### src/rtl/qpc_pkg.sv
package qpc_pkg;
  localparam int WIN_SHIFT = 11;
  localparam int QSEL_W    = 8;
  localparam int ADD_LIMIT = 63;
  localparam int ADD_W     = 6;
  localparam int LOG_W     = 5;

  localparam int B_ERR   = 24;
  localparam int B_UDF   = 25;
  localparam int B_EMPTY = 26;
  localparam int B_OVF   = 24;
  localparam int B_FULL  = 25;
  localparam int B_LOG   = 27;

  typedef enum logic [2:0] {
    SEL_NONE,
    SEL_ADD_RD,
    SEL_ADD_WR,
    SEL_STAT_LO,
    SEL_STAT_HI
  } reg_sel_e;

  typedef struct packed {
    logic ovf;
    logic udf;
    logic err;
  } qflags_t;
endpackage

### src/rtl/qpc_decode.sv
module qpc_decode
  import qpc_pkg::*;
#(
  parameter int ADDR_W = 21,
  parameter int NUM_Q  = 6,
  parameter logic [31:0] BASE = 32'h0008_0000,
  localparam int QW    = (NUM_Q > 1) ? $clog2(NUM_Q) : 1,
  localparam int OFF_W = WIN_SHIFT + QSEL_W
) (
  input  logic [ADDR_W-1:0] addr,
  output logic              hit,
  output logic [QW-1:0]     qidx,
  output reg_sel_e          sel
);
  localparam logic [ADDR_W-1:0] BASE_A = ADDR_W'(BASE);

  logic [OFF_W-1:0]     off;
  logic [QSEL_W-1:0]    qnum;
  logic                 in_region;
  logic                 q_ok;
  reg_sel_e             raw_sel;

  always_comb begin
    off       = OFF_W'(addr - BASE_A);
    qnum      = off[WIN_SHIFT +: QSEL_W];
    in_region = (addr >= BASE_A);
    q_ok      = ({1'b0, qnum} < (QSEL_W+1)'(NUM_Q));
    unique case (off[WIN_SHIFT-1:0])
      11'h000: raw_sel = SEL_ADD_RD;
      11'h004: raw_sel = SEL_ADD_WR;
      11'h008: raw_sel = SEL_STAT_LO;
      11'h00C: raw_sel = SEL_STAT_HI;
      default: raw_sel = SEL_NONE;
    endcase
    hit  = in_region && q_ok && (raw_sel != SEL_NONE);
    sel  = hit ? raw_sel : SEL_NONE;
    qidx = qnum[QW-1:0];
  end
endmodule

### src/rtl/qpc_queue.sv
module qpc_queue
  import qpc_pkg::*;
#(
  parameter int PTR_W   = 18,
  parameter int DEF_LOG = 8
) (
  input  logic              clk,
  input  logic              rst_n,
  input  logic              add_rd,
  input  logic              add_wr,
  input  logic              add_bad,
  input  logic [ADD_W-1:0]  add_val,
  input  logic              cfg_we,
  input  logic [LOG_W-1:0]  cfg_log,
  output logic [PTR_W-1:0]  rptr,
  output logic [PTR_W-1:0]  wptr,
  output logic [LOG_W-1:0]  size_log,
  output qflags_t           flags,
  output logic              full,
  output logic              empty
);
  localparam logic [LOG_W-1:0] LOG_MAX = LOG_W'(PTR_W - 1);

  logic [PTR_W-1:0] occ;
  logic [PTR_W:0]   size_v;
  logic [PTR_W:0]   occ_after;
  logic [PTR_W:0]   inc_ext;
  logic             good_rd, good_wr;
  logic             will_ovf, will_udf;
  logic [LOG_W-1:0] log_clamped;

  always_comb begin
    occ         = wptr - rptr;
    size_v      = (PTR_W+1)'(1) << size_log;
    inc_ext     = (PTR_W+1)'(add_val);
    occ_after   = {1'b0, occ} + inc_ext;
    good_rd     = add_rd && !add_bad;
    good_wr     = add_wr && !add_bad;
    will_ovf    = good_wr && (occ_after > size_v);
    will_udf    = good_rd && (inc_ext > {1'b0, occ});
    log_clamped = (cfg_log > LOG_MAX) ? LOG_MAX : cfg_log;
    full        = ({1'b0, occ} >= size_v);
    empty       = (occ == '0);
  end

  always_ff @(posedge clk or negedge rst_n) begin
    if (!rst_n) begin
      rptr     <= '0;
      wptr     <= '0;
      size_log <= LOG_W'(DEF_LOG);
      flags    <= '0;
    end else begin
      if (good_rd) rptr <= rptr + PTR_W'(add_val);
      if (good_wr) wptr <= wptr + PTR_W'(add_val);
      if (cfg_we)  size_log <= log_clamped;
      if ((add_rd || add_wr) && add_bad) flags.err <= 1'b1;
      if (will_ovf) flags.ovf <= 1'b1;
      if (will_udf) flags.udf <= 1'b1;
    end
  end
endmodule

### src/rtl/qpc_rdmux.sv
module qpc_rdmux
  import qpc_pkg::*;
#(
  parameter int NUM_Q = 6,
  localparam int QW   = (NUM_Q > 1) ? $clog2(NUM_Q) : 1
) (
  input  logic                   clk,
  input  logic                   rst_n,
  input  logic                   rd_go,
  input  logic                   rd_hit,
  input  reg_sel_e               sel,
  input  logic [QW-1:0]          qidx,
  input  logic [NUM_Q-1:0][31:0] lo_words,
  input  logic [NUM_Q-1:0][31:0] hi_words,
  output logic                   rsp_valid,
  output logic [31:0]            rsp_rdata
);
  logic [31:0] word;

  always_comb begin
    word = '0;
    if (rd_hit) begin
      if (sel == SEL_STAT_LO)      word = lo_words[qidx];
      else if (sel == SEL_STAT_HI) word = hi_words[qidx];
    end
  end

  always_ff @(posedge clk or negedge rst_n) begin
    if (!rst_n) begin
      rsp_valid <= 1'b0;
      rsp_rdata <= '0;
    end else begin
      rsp_valid <= rd_go;
      if (rd_go) rsp_rdata <= word;
    end
  end
endmodule

### src/rtl/qpc_top.sv
module qpc_top
  import qpc_pkg::*;
#(
  parameter int NUM_Q    = 6,
  parameter int PTR_W    = 18,
  parameter int ADDR_W   = 21,
  parameter int DEF_SIZE_LOG = 8,
  parameter logic [31:0] BASE = 32'h0008_0000,
  localparam int QW      = (NUM_Q > 1) ? $clog2(NUM_Q) : 1
) (
  input  logic              clk,
  input  logic              rst_n,
  input  logic              req_valid,
  input  logic              req_write,
  input  logic [ADDR_W-1:0] req_addr,
  input  logic [31:0]       req_wdata,
  output logic              rsp_valid,
  output logic [31:0]       rsp_rdata,
  input  logic              cfg_we,
  input  logic [QW-1:0]     cfg_qidx,
  input  logic [LOG_W-1:0]  cfg_size_log2,
  output logic [NUM_Q-1:0]  q_full,
  output logic [NUM_Q-1:0]  q_empty,
  output logic [NUM_Q-1:0]  q_ovf
);
  logic          hit;
  logic [QW-1:0] qidx;
  reg_sel_e      sel;
  logic          wr_go, rd_go, add_bad;
  logic [NUM_Q-1:0][31:0] lo_words;
  logic [NUM_Q-1:0][31:0] hi_words;

  qpc_decode #(.ADDR_W(ADDR_W), .NUM_Q(NUM_Q), .BASE(BASE)) u_dec (
    .addr(req_addr), .hit(hit), .qidx(qidx), .sel(sel)
  );

  always_comb begin
    wr_go   = req_valid && req_write && hit;
    rd_go   = req_valid && !req_write;
    add_bad = (req_wdata > 32'(ADD_LIMIT));
  end

  for (genvar g = 0; g < NUM_Q; g++) begin : g_q
    logic [PTR_W-1:0] rptr, wptr;
    logic [LOG_W-1:0] size_log;
    qflags_t          flags;
    logic             this_q;

    assign this_q = wr_go && (qidx == QW'(g));

    qpc_queue #(.PTR_W(PTR_W), .DEF_LOG(DEF_SIZE_LOG)) u_q (
      .clk(clk), .rst_n(rst_n),
      .add_rd(this_q && (sel == SEL_ADD_RD)),
      .add_wr(this_q && (sel == SEL_ADD_WR)),
      .add_bad(add_bad),
      .add_val(req_wdata[ADD_W-1:0]),
      .cfg_we(cfg_we && (cfg_qidx == QW'(g))),
      .cfg_log(cfg_size_log2),
      .rptr(rptr), .wptr(wptr), .size_log(size_log), .flags(flags),
      .full(q_full[g]), .empty(q_empty[g])
    );

    always_comb begin
      lo_words[g] = '0;
      lo_words[g][PTR_W-1:0] = rptr;
      lo_words[g][B_ERR]     = flags.err;
      lo_words[g][B_UDF]     = flags.udf;
      lo_words[g][B_EMPTY]   = q_empty[g];
      hi_words[g] = '0;
      hi_words[g][PTR_W-1:0] = wptr;
      hi_words[g][B_OVF]     = flags.ovf;
      hi_words[g][B_FULL]    = q_full[g];
      hi_words[g][B_LOG +: LOG_W] = size_log;
    end

    assign q_ovf[g] = flags.ovf;
  end

  qpc_rdmux #(.NUM_Q(NUM_Q)) u_rd (
    .clk(clk), .rst_n(rst_n), .rd_go(rd_go), .rd_hit(hit), .sel(sel),
    .qidx(qidx), .lo_words(lo_words), .hi_words(hi_words),
    .rsp_valid(rsp_valid), .rsp_rdata(rsp_rdata)
  );
endmodule

### config.mk
export PLATFORM = sky130hd
export DESIGN_NAME = qpc_top
export DESIGN_NICKNAME = d
export VERILOG_FILES = /design/src/rtl/qpc_pkg.sv /design/src/rtl/qpc_decode.sv /design/src/rtl/qpc_queue.sv /design/src/rtl/qpc_rdmux.sv /design/src/rtl/qpc_top.sv
export SDC_FILE = /design/constraint.sdc
export NUM_CORES = 2
export LEC_CHECK = 0
export BUFFER_PORTS_ARGS = -buffer_cell sky130_fd_sc_hd__buf_4
export CAP_MARGIN = 20
export CORE_MARGIN = 1
export CORE_UTILIZATION = 40
export CTS_CLUSTER_SIZE = 40
export DETAILED_ROUTE_END_ITERATION = 12
export GPL_TIMING_DRIVEN = 0
export MAX_ROUTING_LAYER = met4
export SETUP_SLACK_MARGIN = 0.3
export SLEW_MARGIN = 25
export SYNTH_ARGS = -nofsm -noshare
export SYNTH_HDL_FRONTEND = slang
export SYNTH_SLANG_ARGS = --single-unit
### constraint.sdc
create_clock -name clk -period 5.1 [get_ports clk]
set_input_delay 0.765 -clock clk [delete_from_list [all_inputs] [get_ports clk]]
set_output_delay 0.765 -clock clk [all_outputs]
set_load 0.005 [all_outputs]
==> results by stage <==
Run status:
- The flow ran to the end, but the final reports show violations.
- The final reports fail on setup timing.

Route:
- After detailed routing, the number of remaining DRC violations is 0.
- The detail-routed via count per cell is 5.78.
- After the first detailed-routing iteration, the DRC count stood at 2,195.
- Summed over all layers, the routed wires come to 111 mm.
- In the final routed layout, each cell accounts on average for 22.0 um.
- The number of vias in the routed layout is 29,300.
- The first detailed-routing pass took 6 iterations.
- Once detail routing completed, the nets flagged for antenna violations numbered 0.

Pwr:
- The share of total power dissipated in combinational logic is 19.2%.
- In this run the power spent charging and discharging nets is 2.01 mW.
- The power density over the cells is 167 nW/um2.
- The internal power contribution is 4.42 mW.
- Of the total power, the clock network draws 42.9%.
- The static leakage power is 17.3 nW.
- In this run switching power makes up 31.2% of total power.
- The peak supply drop is 0.174 mV.
- The share of total power in sequential cells is 37.9%.

STA:
- The post-route fraction of the period consumed by the critical path is 110%.
- The final hold slack is 83.1 ps.
- The transition time at the pin with the least slew margin is 1010 ps.
- In this run the tightest slew margin relative to its limit is 32.6%.
- The setup total negative slack is -1340 ps.
- The final worst-path setup slack is -499 ps.
- Setup violations remaining at the end of the flow were counted as 4.
- Counting I/O delays and the setup requirement, the final critical path takes 5600 ps.
- The number of hold violations in the final report is 0.
- For this run, the top clock speed supported by timing is 0.179 GHz.
- The total count of max-transition violations in the final report is 0.
- The final setup skew is 28.6 ps.
- Setup repair after global routing could not meet its margin everywhere.

Logic synthesis:
- After synthesis, flip-flops and latches occupy 23.2% of the total area.
- Summing every instance area after synthesis gives 31,400 um2.
- The fraction of synthesis flops using an asynchronous set or reset pin is 100%.
- The Yosys step of the flow raised 0 warnings.
- Yosys mapped a number of flops with a built-in enable equal to 0.
- After synthesis the netlist holds a flip-flop and latch count of 291.
- Synthesis produced 3,652 cells.
- The number of different library cells used by synthesis comes to 86.
- The synthesized area per cell is 8.59 um2.
- The primary flip-flop cell chosen by synthesis mapping is sky130_fd_sc_hd__dfrtp_1.

Clock network:
- The clock insertion delay at the later pin of the skew report is 590 ps.
- CTS saw 291 sinks.
- The clock tree root buffer cell is sky130_fd_sc_hd__clkbuf_16.
- The largest buffer count on any clock path is 3.
- The TritonCTS clock tree is built.
- The count of H-tree levels built during CTS is 2.
- In this run, post-CTS hold repair placed 0 buffers.
- The number of clock buffers inserted by TritonCTS is 37.
- The clock transition time at the flip-flop clock pins of the worst setup and hold paths is 60 ps.

Placement:
- Routability-driven placement finished with a final weighted congestion of 1.01.
- The half-perimeter wire length after placement is 85.0 mm.
- The number of cells after detailed placement is 4,807.
- The total of buffers placed on input and output ports is 106.

Global routing:
- In the global route stage, overall resource usage came out at 28.3%.
- The number of antenna violations at the first check in global routing is 5.
- The via count of the first global-routing pass is 27,700.
- Entering global routing, the biggest net connects 88 pins.
- The first global-routing pass estimated 166 mm of wire.
- The leftover overflow at the end of global routing is 0.

Critical path:
- The largest fanout of any net on the critical path is 5.
- For the worst setup path, the data arrival time is 4830 ps.
- The type of element launching the critical path is a register.
- At the worst endpoint, the required time is 4340 ps.
- STA classifies the critical path endpoint as a primary output.
- The classification of the worst setup path is reg2out.

Floorplan:
- The area of the die is 79,600 um2.
- For this configuration, the core starts out at a cell density of 40.4%.
- The region available for standard cell placement spans 77,600 um2.
- The die height is 282 um.
- The boundary pin count is 117.
- The horizontal extent of the die is 282 um.
- The floorplan has 102 rows.

Final layout:
- The number of nets in the layout is 4,541.
- The post-synthesis to final-layout area growth is 22.5%.
- The number of cells in the finished layout apart from fillers is 5,066.
- The post-route netlist has 19.9% of its cells at a drive strength greater than 1.

Hold path:
- The path class of the tightest hold or removal check is in2async.

Run:
- Across the run, the number of max-cap violations was 0.
[worst paths after layout]
path / start / to / slack, ps / cells after the start
max: g_q[3].u_q.rptr[10] / q_full[3] / -500 / 18
min: rst_n / g_q[4].u_q.flags[2] / 80 / 1
max reg2reg: g_q[4].u_q.rptr[1] / u_rd.rsp_rdata[25] / -210 / 33
min reg2reg: g_q[2].u_q.flags[0] / g_q[2].u_q.flags[0] / 450 / 1
max in group asynchronous: rst_n / g_q[3].u_q.wptr[2] / 3780 / 3
min in group clk: g_q[2].u_q.flags[0] / g_q[2].u_q.flags[0] / 450 / 1
[cell usage after synthesis, types with 25 or more instances]
master	number	area (um2)
sky130_fd_sc_hd__ha_1	456	5710
sky130_fd_sc_hd__dfrtp_1	285	7130
sky130_fd_sc_hd__nand2_1	277	1040
sky130_fd_sc_hd__xnor2_1	255	2230
sky130_fd_sc_hd__inv_1	248	931
sky130_fd_sc_hd__nor2_1	240	901
sky130_fd_sc_hd__a21oi_1	194	971
sky130_fd_sc_hd__o21ai_0	177	886
sky130_fd_sc_hd__nand3_1	171	856
sky130_fd_sc_hd__a21o_1	120	901
sky130_fd_sc_hd__xor2_1	108	946
sky130_fd_sc_hd__nor2b_1	94	588
sky130_fd_sc_hd__nand4_1	77	482
sky130_fd_sc_hd__clkbuf_1	76	285
sky130_fd_sc_hd__nor3_1	76	380
sky130_fd_sc_hd__o21a_1	65	488
sky130_fd_sc_hd__a221oi_1	53	464
sky130_fd_sc_hd__o21bai_1	47	353
sky130_fd_sc_hd__mux4_2	44	991
sky130_fd_sc_hd__nand2b_1	43	269
sky130_fd_sc_hd__and3_1	40	250
sky130_fd_sc_hd__or3_1	40	250
sky130_fd_sc_hd__o31ai_1	37	278
sky130_fd_sc_hd__nor4_1	36	225
sky130_fd_sc_hd__and2_1	29	181
sky130_fd_sc_hd__o211ai_1	25	188
[registers in the layout, indices dropped and copies added (netlist names)]
signal,cells
g_q.u_q.flags,18
g_q.u_q.rptr,108
g_q.u_q.size_log,30
g_q.u_q.wptr,108
u_rd.rsp_rdata,26
u_rd.rsp_valid,1
[critical path, cell delays in order, from the launching register on]
cell and delay, ps:
sky130_fd_sc_hd__dfrtp_1 420, sky130_fd_sc_hd__inv_2 110, sky130_fd_sc_hd__ha_2 320, sky130_fd_sc_hd__a211o_1 320, sky130_fd_sc_hd__o311a_1 370, sky130_fd_sc_hd__or3_4 380
sky130_fd_sc_hd__and2_4 160, sky130_fd_sc_hd__clkbuf_8 130, sky130_fd_sc_hd__ha_4 260, sky130_fd_sc_hd__nand4_1 140, sky130_fd_sc_hd__nor4_4 340, sky130_fd_sc_hd__buf_4 170
sky130_fd_sc_hd__o2111a_1 170, sky130_fd_sc_hd__nor3_1 60, sky130_fd_sc_hd__a21oi_2 180, sky130_fd_sc_hd__a221oi_2 90, sky130_fd_sc_hd__a311oi_2 360, sky130_fd_sc_hd__buf_4 180
sky130_fd_sc_hd__buf_6 80
[metal layers]
layer | global-route usage [%] | part of all wire, % | up-vias
li1 | - | - | 14000
met1 | 36.2 | 44 | 14200
met2 | 45.5 | 47 | 889
met3 | 4.09 | 5.8 | 188
met4 | 9.89 | 3.9 | 0
met5 | - | 0 | -
[metrics by stage]
stage	area [um2]	utilization (%)	worst slack, ps	power [mW]
floorplan	31400	-	367	3.17
global placement	33500	43.2	-977	3.63
detailed placement	33600	43.3	-835	3.65
CTS	37300	48.1	-516	6.43
global route	38400	49.5	-631	6.68
finish	38400	49.5	-499	6.43
[cell type report]
type | instances | area [um2]
Antenna cell | 4 | 10.0
Buffer | 110 | 571
Clock buffer | 50 | 1050
Clock inverter | 16 | 183
Fill cell | 7397 | 39200
Inverter | 248 | 936
Multi-Input combinational cell | 3008 | 24600
Sequential cell | 291 | 7350
Tap cell | 1040 | 1300
Timing Repair Buffer | 299 | 2410
[power groups by stage]
stage	clock network (mW)	registers (mW)	logic, mW
2_1_floorplan	0	2.43	0.737
5_1_grt	2.88	2.44	1.36
3_5_place_dp	0	2.47	1.17
6_report	2.76	2.43	1.23
3_3_place_gp	0	2.47	1.15
4_1_cts	2.79	2.43	1.20
[cells in the final DEF, fill, tap and decap left out, types with 120 or more instances in the layout]
cell type / count
sky130_fd_sc_hd__buf_4: 290
sky130_fd_sc_hd__nand2_1: 277
sky130_fd_sc_hd__xnor2_1: 233
sky130_fd_sc_hd__inv_1: 218
sky130_fd_sc_hd__ha_1: 400
sky130_fd_sc_hd__nor2_1: 229
sky130_fd_sc_hd__nand3_1: 165
sky130_fd_sc_hd__a21oi_1: 171
sky130_fd_sc_hd__a21o_1: 120
sky130_fd_sc_hd__dfrtp_1: 236
sky130_fd_sc_hd__o21ai_0: 160
[timing repair]
item	CTS	global route
resized for setup	305	149
buffers inserted	134	55
endpoints found under the hold margin	0	0
setup endpoints to repair	16	19
pin swaps	121	108
[cells by family after synthesis]
group	Yosys count	synth area share, %
other	1	0.0120
AND/OR/NAND/NOR	1211	19.6
XOR/XNOR	364	10.2
flip-flops	291	23.2
multiplexers	63	3.83
buffers and inverters	358	4.62
adder cells (fa/ha/maj)	480	19.7
AO/OA/AOI/OAI	884	18.8
No activity file was read; power rests on OpenSTA's default activity.
